## src/rtl/bpg_pkg.sv

```systemverilog
package bpg_pkg;
  typedef enum logic [1:0] {
    PS_D0 = 2'b00,
    PS_D1 = 2'b01,
    PS_D2 = 2'b10,
    PS_D3 = 2'b11
  } pstate_e;

  typedef enum logic [1:0] {
    CYC_MEM  = 2'b00,
    CYC_IO   = 2'b01,
    CYC_CFG0 = 2'b10,
    CYC_CFG1 = 2'b11
  } cyc_e;

  // Only the full-power and sleep states are implemented.
  function automatic logic ps_supported(input logic [1:0] v);
    return (v == PS_D0) || (v == PS_D3);
  endfunction
endpackage

```

## src/rtl/bpg_pm_reg.sv

```systemverilog
module bpg_pm_reg
  import bpg_pkg::*;
(
  input  logic       clk,
  input  logic       rst,
  input  logic       wr_stb,
  input  logic [1:0] wr_val,
  output logic [1:0] pm_state
);
  always_ff @(posedge clk) begin
    if (rst)         pm_state <= PS_D0;
    else if (wr_stb) pm_state <= wr_val;
  end
endmodule

```

## src/rtl/bpg_cfg_port.sv

```systemverilog
module bpg_cfg_port
  import bpg_pkg::*;
#(
  parameter int          ADDR_W   = 6,
  parameter int          DATA_W   = 32,
  parameter logic [5:0]  PM_DW    = 6'h21,
  parameter logic [5:0]  CAP_DW   = 6'h22,
  parameter logic [5:0]  STS_DW   = 6'h01,
  parameter logic [7:0]  CAP_ID   = 8'h0D,
  parameter logic [7:0]  NEXT_PTR = 8'h80,
  parameter logic [31:0] PM_RO    = 32'h0000_0008,
  parameter int          RMA_BIT  = 29
) (
  input  logic              clk,
  input  logic              rst,
  input  logic              wr_en,
  input  logic              rd_en,
  input  logic [ADDR_W-1:0] addr,
  input  logic [DATA_W/8-1:0] be,
  input  logic [DATA_W-1:0] wdata,
  input  logic [1:0]        pm_state,
  input  logic              abort_evt,
  output logic              pm_wr_stb,
  output logic [1:0]        pm_wr_val,
  output logic              rma_flag,
  output logic [DATA_W-1:0] rdata,
  output logic              rd_valid
);
  localparam int NBYTES = DATA_W / 8;
  localparam logic [DATA_W-1:0] RMA_MASK = DATA_W'(1) << RMA_BIT;

  logic [DATA_W-1:0] bemask;
  logic [DATA_W-1:0] rd_mux;
  logic              clr_req;

  // Expand the byte enables into a bit mask.
  for (genvar g = 0; g < NBYTES; g++) begin : g_bemask
    assign bemask[8*g +: 8] = {8{be[g]}};
  end

  assign clr_req   = wr_en && (addr == ADDR_W'(STS_DW)) &&
                     (|(wdata & bemask & RMA_MASK));
  assign pm_wr_stb = wr_en && (addr == ADDR_W'(PM_DW)) && be[0] &&
                     ps_supported(wdata[1:0]);
  assign pm_wr_val = wdata[1:0];

  // Setting by a new abort takes precedence over clearing.
  always_ff @(posedge clk) begin
    if (rst)            rma_flag <= 1'b0;
    else if (abort_evt) rma_flag <= 1'b1;
    else if (clr_req)   rma_flag <= 1'b0;
  end

  always_comb begin
    rd_mux = '0;
    if (addr == ADDR_W'(PM_DW))
      rd_mux = PM_RO | DATA_W'(pm_state);
    else if (addr == ADDR_W'(CAP_DW))
      rd_mux = DATA_W'({NEXT_PTR, CAP_ID});
    else if (addr == ADDR_W'(STS_DW))
      rd_mux = rma_flag ? RMA_MASK : '0;
  end

  always_ff @(posedge clk) begin
    if (rst) begin
      rdata    <= '0;
      rd_valid <= 1'b0;
    end else begin
      rd_valid <= rd_en;
      if (rd_en) rdata <= rd_mux;
    end
  end
endmodule

```

## src/rtl/bpg_gate.sv

```systemverilog
module bpg_gate
  import bpg_pkg::*;
(
  input  logic       clk,
  input  logic       rst,
  input  logic [1:0] pm_state,
  input  logic       dn_req,
  input  logic [1:0] dn_type,
  input  logic       irq_in,
  input  logic       mmr_req,
  output logic       dn_claim,
  output logic       dn_abort,
  output logic       irq_out,
  output logic       mmr_ack,
  output logic       abort_evt
);
  logic in_d0;
  logic take;

  assign in_d0     = (pm_state == PS_D0);
  assign take      = dn_req && (in_d0 || (dn_type == CYC_CFG0));
  assign abort_evt = dn_req && !take;

  always_ff @(posedge clk) begin
    if (rst) begin
      dn_claim <= 1'b0;
      dn_abort <= 1'b0;
      irq_out  <= 1'b0;
      mmr_ack  <= 1'b0;
    end else begin
      dn_claim <= take;
      dn_abort <= abort_evt;
      irq_out  <= irq_in && in_d0;
      mmr_ack  <= mmr_req && in_d0;
    end
  end
endmodule

```

## src/rtl/bridge_pm_gate.sv

```systemverilog
module bridge_pm_gate #(
  parameter int         ADDR_W = 6,
  parameter int         DATA_W = 32,
  parameter logic [5:0] PM_DW  = 6'h21,
  parameter logic [5:0] CAP_DW = 6'h22,
  parameter logic [5:0] STS_DW = 6'h01
) (
  input  logic                clk,
  input  logic                rst,
  input  logic                cfg_wr_en,
  input  logic                cfg_rd_en,
  input  logic [ADDR_W-1:0]   cfg_addr,
  input  logic [DATA_W/8-1:0] cfg_be,
  input  logic [DATA_W-1:0]   cfg_wdata,
  output logic [DATA_W-1:0]   cfg_rdata,
  output logic                cfg_rd_valid,
  input  logic                dn_req,
  input  logic [1:0]          dn_type,
  output logic                dn_claim,
  output logic                dn_abort,
  input  logic                irq_in,
  output logic                irq_out,
  input  logic                mmr_req,
  output logic                mmr_ack,
  output logic                rma_flag
);
  logic [1:0] pm_state;
  logic       pm_wr_stb;
  logic [1:0] pm_wr_val;
  logic       abort_evt;

  bpg_cfg_port #(
    .ADDR_W(ADDR_W), .DATA_W(DATA_W),
    .PM_DW(PM_DW), .CAP_DW(CAP_DW), .STS_DW(STS_DW)
  ) u_cfg (
    .clk(clk), .rst(rst),
    .wr_en(cfg_wr_en), .rd_en(cfg_rd_en), .addr(cfg_addr),
    .be(cfg_be), .wdata(cfg_wdata),
    .pm_state(pm_state), .abort_evt(abort_evt),
    .pm_wr_stb(pm_wr_stb), .pm_wr_val(pm_wr_val),
    .rma_flag(rma_flag), .rdata(cfg_rdata), .rd_valid(cfg_rd_valid)
  );

  bpg_pm_reg u_pm (
    .clk(clk), .rst(rst),
    .wr_stb(pm_wr_stb), .wr_val(pm_wr_val), .pm_state(pm_state)
  );

  bpg_gate u_gate (
    .clk(clk), .rst(rst), .pm_state(pm_state),
    .dn_req(dn_req), .dn_type(dn_type),
    .irq_in(irq_in), .mmr_req(mmr_req),
    .dn_claim(dn_claim), .dn_abort(dn_abort),
    .irq_out(irq_out), .mmr_ack(mmr_ack), .abort_evt(abort_evt)
  );
endmodule

```

## config.mk

```make
export PLATFORM = sky130hd
export DESIGN_NAME = bridge_pm_gate
export DESIGN_NICKNAME = d
export VERILOG_FILES = /design/src/rtl/bpg_pkg.sv /design/src/rtl/bpg_pm_reg.sv /design/src/rtl/bpg_cfg_port.sv /design/src/rtl/bpg_gate.sv /design/src/rtl/bridge_pm_gate.sv
export SDC_FILE = /design/constraint.sdc
export NUM_CORES = 1
export LEC_CHECK = 0
export ABC_CLOCK_PERIOD_IN_PS = 1150
export BUFFER_PORTS_ARGS = -buffer_cell sky130_fd_sc_hd__buf_2
export CAP_MARGIN = 25
export CORE_UTILIZATION = 32
export DETAILED_ROUTE_END_ITERATION = 7
export GPL_TIMING_DRIVEN = 0
export MAX_ROUTING_LAYER = met4
export PLACE_DENSITY = 0.78
export SETUP_SLACK_MARGIN = 0.2
export SYNTH_ARGS = -nofsm -noshare
export SYNTH_HDL_FRONTEND = slang
export SYNTH_SLANG_ARGS = --single-unit
```

## constraint.sdc

```tcl
create_clock -name clk -period 1.15 [get_ports clk]
set_input_delay 0.115 -clock clk [delete_from_list [all_inputs] [get_ports clk]]
set_output_delay 0.115 -clock clk [all_outputs]
set_load 0.01 [all_outputs]
```

## Yosys cells after proc, flatten, opt, wreduce, memory -nomap -nowiden

Cells that the tools add are included.

| storage, ports and cells | value |
|---|---|
| register bits | 40 |
| input port bits | 51 |
| logic and storage cells | 35 |

| cells by class | value |
|---|---|
| eq/ne operators | 5 |
| mux-type cells | 6 |
| bitwise logic cells | 1 |
| reductions and logical operators | 15 |

Operators by type and width:

| operator | number |
|---|---|
| two-way mux 32 bit | 3 |
| bitwise AND 30 bit | 1 |
| two-way mux 30 bit | 1 |
| equality test 6 bit (second input constant) | 2 |
| logical AND 1 bit | 9 |
| equality test 6 x 1 -> 1 bit (second input constant) | 1 |
| equality test 2 bit (second input constant) | 2 |
| zero test 2 bit | 2 |
| logical OR 1 bit | 2 |
| two-way mux 1 bit | 2 |
| nonzero test 2 bit | 1 |
| zero test 1 bit | 1 |

## Longest topological paths before layout

Gate-level depths: netlist of the first run.

| depth | value |
|---|---|
| word-level depth | 6 |
| depth in mapped cells | 3 |

## Cells and area by module

From an unflattened synthesis of the first run, not the netlist that was laid out.

| unflattened totals | value |
|---|---|
| cell total of the unflattened synthesis | 86 |
| area total of the unflattened synthesis | 769.5 um^2 |

Modules (own cells, without submodules):

| module | times used | cells an instance | area each (um^2) | sequential area each (um^2) |
|---|---|---|---|---|
| bpg_cfg_port | 1 | 67 | 550.5 | 140.1 |
| bpg_gate | 1 | 13 | 151.4 | 80.1 |
| bpg_pm_reg | 1 | 6 | 67.6 | 40.0 |

## Worst setup path before layout of the first run

Ideal clock, no wire load.

| timing path | value |
|---|---|
| path type | input to register |
| from | input cfg_addr[4] |
| to | register u_pm.pm_state[0] |
| library setup time | 0.072 ns |
| data arrival time | 0.883 ns |
| data required time | 1.078 ns |
| path slack | 0.195 ns |
| stages on the path | 3 |
| path buffers | 0 |
| path through | nor4b_4 -> and4bb_4 -> mux2i_1 |

| on the way | value |
|---|---|
| cells in the longest elaborated chain, start to end | 4 |

Ends and longest elaborated chain:

| element | RTL line | RTL |
|---|---|---|
| start, declared | bridge_pm_gate.sv:12 | `input logic [ADDR_W-1:0] cfg_addr,` |
| equality test 6 bit | bpg_cfg_port.sv:43 | `assign pm_wr_stb = wr_en && (addr == ADDR_W'(PM_DW)) && be[0] &&` |
| logical AND 1 bit (3 in series) | bpg_cfg_port.sv:43 |  |
| end signal, assigned | bpg_pm_reg.sv:12 | `else if (wr_stb) pm_state <= wr_val;` |
| end, declared | bpg_pm_reg.sv:8 | `output logic [1:0] pm_state` |

No other way between the ends.
A chain may end at the register's enable or synchronous reset.

## Worst setup path after layout of the first run

| timing path | value |
|---|---|
| from | register u_cfg.rdata[15] |
| to | output cfg_rdata[15] |

RTL lines:

| element | RTL line | RTL |
|---|---|---|
| start, declared | bpg_cfg_port.sv:26 | `output logic [DATA_W-1:0] rdata,` |
| start signal, assigned | bpg_cfg_port.sv:70 | `if (rd_en) rdata <= rd_mux;` |
| end, declared | bridge_pm_gate.sv:15 | `output logic [DATA_W-1:0] cfg_rdata,` |

No word-level cell between the ends.

==> summary.md, run 1 <==
| Metric | Value |
|---|---|
| Worst setup SP type | `register` |
| Top cells by count, synth | `buf_4 (27), dfxtp_1 (13), nand2b_1 (9), a21oi_1 (5), nor2b_1 (4)` |
| Clock latency on the worst-skew pair | `0.27 ns` |
| CTS tree | `yes` |
| GP Congestion | `0.776` |
| Sequential-to-total area share from yosys stat | `0.344` |
| Syn Area/Cell | `9.01 um^2` |
| Min-delay src | `mmr_req` |
| Design area | `1090 um^2` |
| Tmin final | `0.933 ns` |
| First-pass DRT Iterations | `2` |
| DP Worst Slack | `-0.0795 ns` |
| Ranking of synthesized cells by area | `dfxtp_1 (34%), buf_4 (27%), nand2b_1 (7.4%)` |
| Yosys cell types | `25` |
| Initial core utilization | `0.342` |
| CTS max path bufs | `2` |
| DRC viols | `0` |
| CP delay by family, top | `flip-flops` |
| Final setup margin | `0.217 ns` |
| Initial drt markers | `7` |
| Largest net degree at the start of global routing | `11` |
| FF-to-FF path depth | `3` |
| Fraction of registers with async set/reset | `0` |
| Crit-path max cell delay | `0.34 ns` |
| Reg-to-reg critical path endpoint | `u_cfg.rdata[0]` |
| CP Capture Type | `primary output` |
| Core Footprint | `2210 um^2` |
| Fin Clk Skew | `0.00106 ns` |
| Total CTS buffers | `3` |
| Critical path's slowest cell | `dfxtp_2` |
| Crit Path Category | `reg -> out` |
| Hold/Removal Path Class | `in -> reg` |
| Die width | `50.6 um` |
| Post-DP HPWL | `1.20 mm` |
| Die Y | `50.6 um` |
| Area fraction of the dominant cell type after synthesis | `0.344` |
| Final period util | `0.811` |
| Grt total ovfl | `0` |
| First-pass GRT wire length | `1.95 mm` |
| Max cap viols | `0` |
| Worst Path Buf+Inv | `2` |
| Placed Area | `1040 um^2` |
| Most frequent cell after synthesis | `buf_4` |
| PwrDens | `859 nW/um^2` |
| Critical Path, Cell by Cell | `buf_6 > buf_6` |
| Number of synthesized flops with an enable pin | `0` |
| Initial antenna violation count | `0` |
| Worst-path clk slew | `0.08 ns` |
| # rows | `17` |
| Synth area leader | `dfxtp_1` |
| R2r startpoint | `u_pm.pm_state[0]` |
| Arrival @ worst endpoint | `0.82 ns` |
| Vias/cell | `3.78` |
| WP data required | `1.03 ns` |
| Cts hold-fix bufs | `0` |
| Warnings from Yosys | `0` |
| Diodes inserted | `0` |
| Post-synthesis register bit count | `13` |
| Synthesized cell area | `757 um^2` |
| Setup TNS | `0 ns` |
| Status | `finished clean` |
| H-tree depth | `1` |
| Die footprint | `2560 um^2` |
| Final nets | `198` |
| IO Pins | `89` |
| Worst VDD drop | `0.529 mV` |
| Via count | `658` |
| Most used cell, CP | `buf_6` |
| Routed wire length | `1.42 mm` |
| Post-DRT Antenna Nets | `0` |
| Area grow syn2layout | `44.6%` |
| Hold Fails Final Rpt | `0` |
| Total global routing track utilization | `0.105` |
| # clock sinks | `13` |
| Slew Viols, Final | `0` |
| FMAX | `1.07 GHz` |
| Cells after Synth | `84` |
| Clk root buf | `clkbuf_4` |
| Final setup fails | `0` |
| WHS Endpoint | `u_gate.mmr_ack` |
| Ys flop type | `dfxtp_1` |
| IO Port Bufs | `31` |
| P_leak | `0.588 nW` |
| RSZ-0062 raised after global routing | `true` |
| DR WL/cell | `8.18 um` |
| Crit path max fanout | `3` |
| Vias in the first global route | `480` |
| Reg2reg setup slack | `0.27 ns` |
| Layout cells sized above 1 | `0.459` |
| Worst Hold Path Cells | `2` |
what timing repair did:
action	CTS	global route
pin swaps	0	1
setup endpoints to repair	1	4
setup buffers	1	1
resized for setup	3	1
area by class of cell:
type                    instances  area [um^2]
plain buffers                  29          214
clock buffers                   4         26.3
fillers                       236         1120
inverters                       2         7.51
multi-input cells              65          373
flip-flops and latches         13          263
well taps                      28         35.0
repair buffers                 33          176
logic make-up after synthesis:
group / count (synthesis) / synth area share
buffers and inverters: 31 / 0.288
other: 1 / 0.00495
AOI/OAI and AO/OA: 10 / 0.0810
DFF: 13 / 0.344
xor gates and xnor gates: 1 / 0.0116
muxes: 2 / 0.0264
and+or+nand+nor: 26 / 0.245
worst max-delay path by stage:
stage | cells after the start | from | slack (ns) | end
finish | 2 | u_cfg.rdata[15] | 0.22 | cfg_rdata[15]
global route | 2 | u_cfg.rdata[15] | 0.19 | cfg_rdata[15]
CTS | 4 | cfg_addr[2] | 0.21 | u_pm.pm_state[1]
detailed placement | 4 | cfg_addr[2] | -0.08 | u_pm.pm_state[1]
global placement | 4 | cfg_addr[2] | 0.001 | u_pm.pm_state[0]
floorplan | 3 | cfg_addr[2] | 0.20 | u_pm.pm_state[0]
layer usage:
layer  global-route usage  up-vias  routed length, um  share of wire
met4               0.0417        0                  0              0
met2                0.169       29                731           0.51
met1                0.116      277                565           0.40
met3               0.0394        0                125          0.088
li1                     -      352                  -              -
met5                    -        -                  0              0
flip-flops by register name, summed over array words and instances, names as in the netlist:
register	count
u_cfg.rdata	5
u_gate.dn_claim	1
u_gate.irq_out	1
u_cfg.rma_flag	1
u_pm.pm_state	2
u_gate.dn_abort	1
u_cfg.rd_valid	1
u_gate.mmr_ack	1
report_power, final:
part / internal, mW / switching (mW)
Clock: 0.134 / 0.145
Combinational: 0.108 / 0.0937
Sequential: 0.458 / 0.00177
placed cells by master (no fill, tap or decap), drive strengths merged, types with 4 or more instances in the layout:
| cell type | count |
|---|---|
| nand2b | 9 |
| nor2b | 4 |
| a21oi | 5 |
| conb | 26 |
| clkbuf | 6 |
| dfxtp | 13 |
| buf | 60 |
metrics by stage:
stage	total power [mW]	instances	util	hold slack, ns
floorplan	0.614	109	-	0.237
global placement	0.665	168	0.471	0.319
detailed placement	0.667	168	0.471	0.324
CTS	0.946	173	0.491	0.0326
global route	0.983	174	0.495	0.0459
finish	0.940	174	0.495	0.0387
No activity file was read; power rests on OpenSTA's default activity.
==> run 2, diff against run 1 <==
--- a/config.mk
+++ b/config.mk
@@ -5,14 +5,14 @@
 export SDC_FILE = /design/constraint.sdc
 export NUM_CORES = 1
 export LEC_CHECK = 0
-export ABC_CLOCK_PERIOD_IN_PS = 1150
+export ABC_CLOCK_PERIOD_IN_PS = 800
 export BUFFER_PORTS_ARGS = -buffer_cell sky130_fd_sc_hd__buf_2
 export CAP_MARGIN = 25
-export CORE_UTILIZATION = 32
+export CORE_UTILIZATION = 29
 export DETAILED_ROUTE_END_ITERATION = 7
 export GPL_TIMING_DRIVEN = 0
 export MAX_ROUTING_LAYER = met4
-export PLACE_DENSITY = 0.78
+export PLACE_DENSITY = 0.75
 export SETUP_SLACK_MARGIN = 0.2
 export SYNTH_ARGS = -nofsm -noshare
 export SYNTH_HDL_FRONTEND = slang
==> constraint.sdc (replaced) <==
create_clock -name clk -period 0.8 [get_ports clk]
set_input_delay 0.08 -clock clk [delete_from_list [all_inputs] [get_ports clk]]
set_output_delay 0.08 -clock clk [all_outputs]
set_load 0.01 [all_outputs]
==> run 2 against run 1 <==
Net effect: the flow now finishes with violations (setup timing); clock power up 42%; utilization up 0.46 points; sequential share of layout area down 1.6 points; critical endpoint is now u_cfg.rdata[0]; sequential power up 42%.
==> summary.md, run 2 (synthesis gave the netlist of run 1 again) <==
| Metric | Value |
|---|---|
| Non-Filler Instances | `177 (+1.7%)` |
| Commonest cells after routing, fill and taps aside | `buf_4 (29), conb_1 (26), buf_2 (21)` |
| Hold/Removal Path Class | `in -> reg` |
| Clk root buf | `clkbuf_4` |
| Slew Viols, Final | `0 (unchanged)` |
| Die width | `53.1 um (+4.8%)` |
| Die Y | `53.1 um (+4.8%)` |
| Final setup margin | `-0.0960 ns (-0.313 ns)` |
| DR WL/cell | `9.12 um (+12%)` |
| Status | `complete, but fails checks` |
| Final period util | `1.12` |
| Register area | `278 um^2 (+5.7%)` |
| Total global routing track utilization | `0.125 (+0.0204)` |
| Initial drt markers | `5 (-2)` |
| CTS max path bufs | `2 (unchanged)` |
| Largest net degree at the start of global routing | `11 (unchanged)` |
| Dpl cells | `170 (+1.2%)` |
| Clock latency on the worst-skew pair | `0.27 ns (about the same)` |
| CP delay by family, top | `flip-flops` |
| Routed wire length | `1.62 mm (+13%)` |
| Worst-path clk slew | `0.08 ns (about the same)` |
| First-pass DRT Iterations | `4 (+2)` |
| Initial antenna violation count | `0 (unchanged)` |
| # fillers | `244 (+3.4%)` |
| Worst VDD drop | `0.784 mV (+48%)` |
| Vias/cell | `3.82 (+0.99%)` |
| Vias in the first global route | `549 (+14%)` |
| H-tree depth | `1 (unchanged)` |
| Biggest registers after layout | `u_cfg.rdata: 5 flops, u_pm.pm_state: 2 flops` |
| Final setup fails | `7 (+7)` |
| Crit path max fanout | `3 (unchanged)` |
| Grt total ovfl | `0 (unchanged)` |
| Arrival @ worst endpoint | `1.04 ns (+0.22 ns)` |
| RSZ-0062 raised after global routing | `true` |
| IO Port Bufs | `31 (unchanged)` |
| Worst setup SP type | `register` |
| Initial core utilization | `0.306 (-0.0366)` |
| WP data required | `0.94 ns (-0.09 ns)` |
| Die footprint | `2820 um^2 (+9.9%)` |
| P_leak | `0.626 nW (+6.4%)` |
| Layout cells sized above 1 | `0.565 (+0.106)` |
| CTS tree | `yes` |
| Post-DP HPWL | `1.23 mm (+2.8%)` |
| Critical path's slowest cell | `dfxtp_4` |
| Violated checks | `setup timing` |
| Worst Path Buf+Inv | `0 (-2)` |
| DRC viols | `0 (unchanged)` |
| Crit Path Category | `reg -> reg` |
| # clock sinks | `13 (unchanged)` |
| Largest Register | `u_cfg.rdata` |
| Fin Clk Skew | `0.00192 ns (+0.000862 ns)` |
| First-pass GRT wire length | `2.39 mm (+23%)` |
| Final nets | `199 (+0.51%)` |
| Hold Fails Final Rpt | `0 (unchanged)` |
| Multi-input gate area | `430 um^2 (+15%)` |
| Post-DRT Antenna Nets | `0 (unchanged)` |
| Most common cell after layout, fill and taps aside | `buf_4` |
| Max cap viols | `0 (unchanged)` |
| Via count | `676 (+2.7%)` |
| Critical Path, Cell by Cell | `and3b_1 > o211ai_1 > a21oi_1` |
| Core Footprint | `2480 um^2 (+12%)` |
| Total CTS buffers | `3 (unchanged)` |
| PwrDens | `1120 nW/um^2 (+30%)` |
| Area grow syn2layout | `63.5%` |
| GP Congestion | `0.764 (-1.6%)` |
| Crit-path max cell delay | `0.37 ns (+0.03 ns)` |
| # rows | `18 (+1)` |
| Tmin final | `0.896 ns` |
| Setup TNS | `-0.368 ns (-0.368 ns)` |
| CP Capture Type | `register` |
| IO Pins | `89 (unchanged)` |
| Diodes inserted | `0 (unchanged)` |
| FMAX | `1.12 GHz` |
| Number of flip-flops under the largest register name | `5 (unchanged)` |
-- run 2: area by class of cell --
class	count	area share
tap	30	0.0303
clock buffer	4	0.0212
sequential	13	0.224
buffer	29	0.173
timing repair buffer	34	0.197
multi-input combinational	65	0.348
inverter	2	0.00607
-- run 2: what timing repair did --
item	in CTS	in global routing
hold buffers	0	0
setup buffers	3	0
gates resized for setup	25	8
setup endpoints to repair	24	24
pin swaps	5	3
-- run 2: per-layer routing --
| layer | track usage | up-vias | part of all wire |
|---|---|---|---|
| li1 | - | 350 | - |
| met1 | 0.138 | 286 | 0.37 |
| met2 | 0.203 | 34 | 0.52 |
| met3 | 0.0316 | 6 | 0.090 |
| met4 | 0.0746 | 0 | 0.021 |
| met5 | - | - | 0 |
-- run 2: final timing paths --
path | startpoint | to | slack [ns] | depth (start not counted)
worst max register to register | u_pm.pm_state[0] | u_cfg.rdata[0] | -0.1 | 3
worst min-delay path | mmr_req | u_gate.mmr_ack | 0.008 | 2
worst max-delay path | u_pm.pm_state[0] | u_cfg.rdata[0] | -0.1 | 3
worst min register to register | u_cfg.rdata[0] | u_cfg.rdata[0] | 0.48 | 2
-- run 2: power by group --
group          total (mW)  internal [mW]  switching (mW)
Sequential          0.655          0.652         0.00355
Clock               0.397          0.193           0.204
Combinational       0.330          0.177           0.153
-- run 2: metrics by stage --
stage | cell area, um^2 | setup WS, ns | utilization | power, mW | hold WS [ns]
6_report | 1240 | -0.0960 | 0.499 | 1.38 | 0.00809
5_1_grt | 1240 | -0.134 | 0.499 | 1.47 | 0.00781
4_1_cts | 1210 | -0.103 | 0.488 | 1.38 | 0.000990
3_5_place_dp | 1070 | -0.402 | 0.430 | 0.970 | 0.296
3_3_place_gp | 1070 | -0.331 | 0.430 | 0.965 | 0.279
2_1_floorplan | 873 | -0.118 | - | 0.886 | 0.202
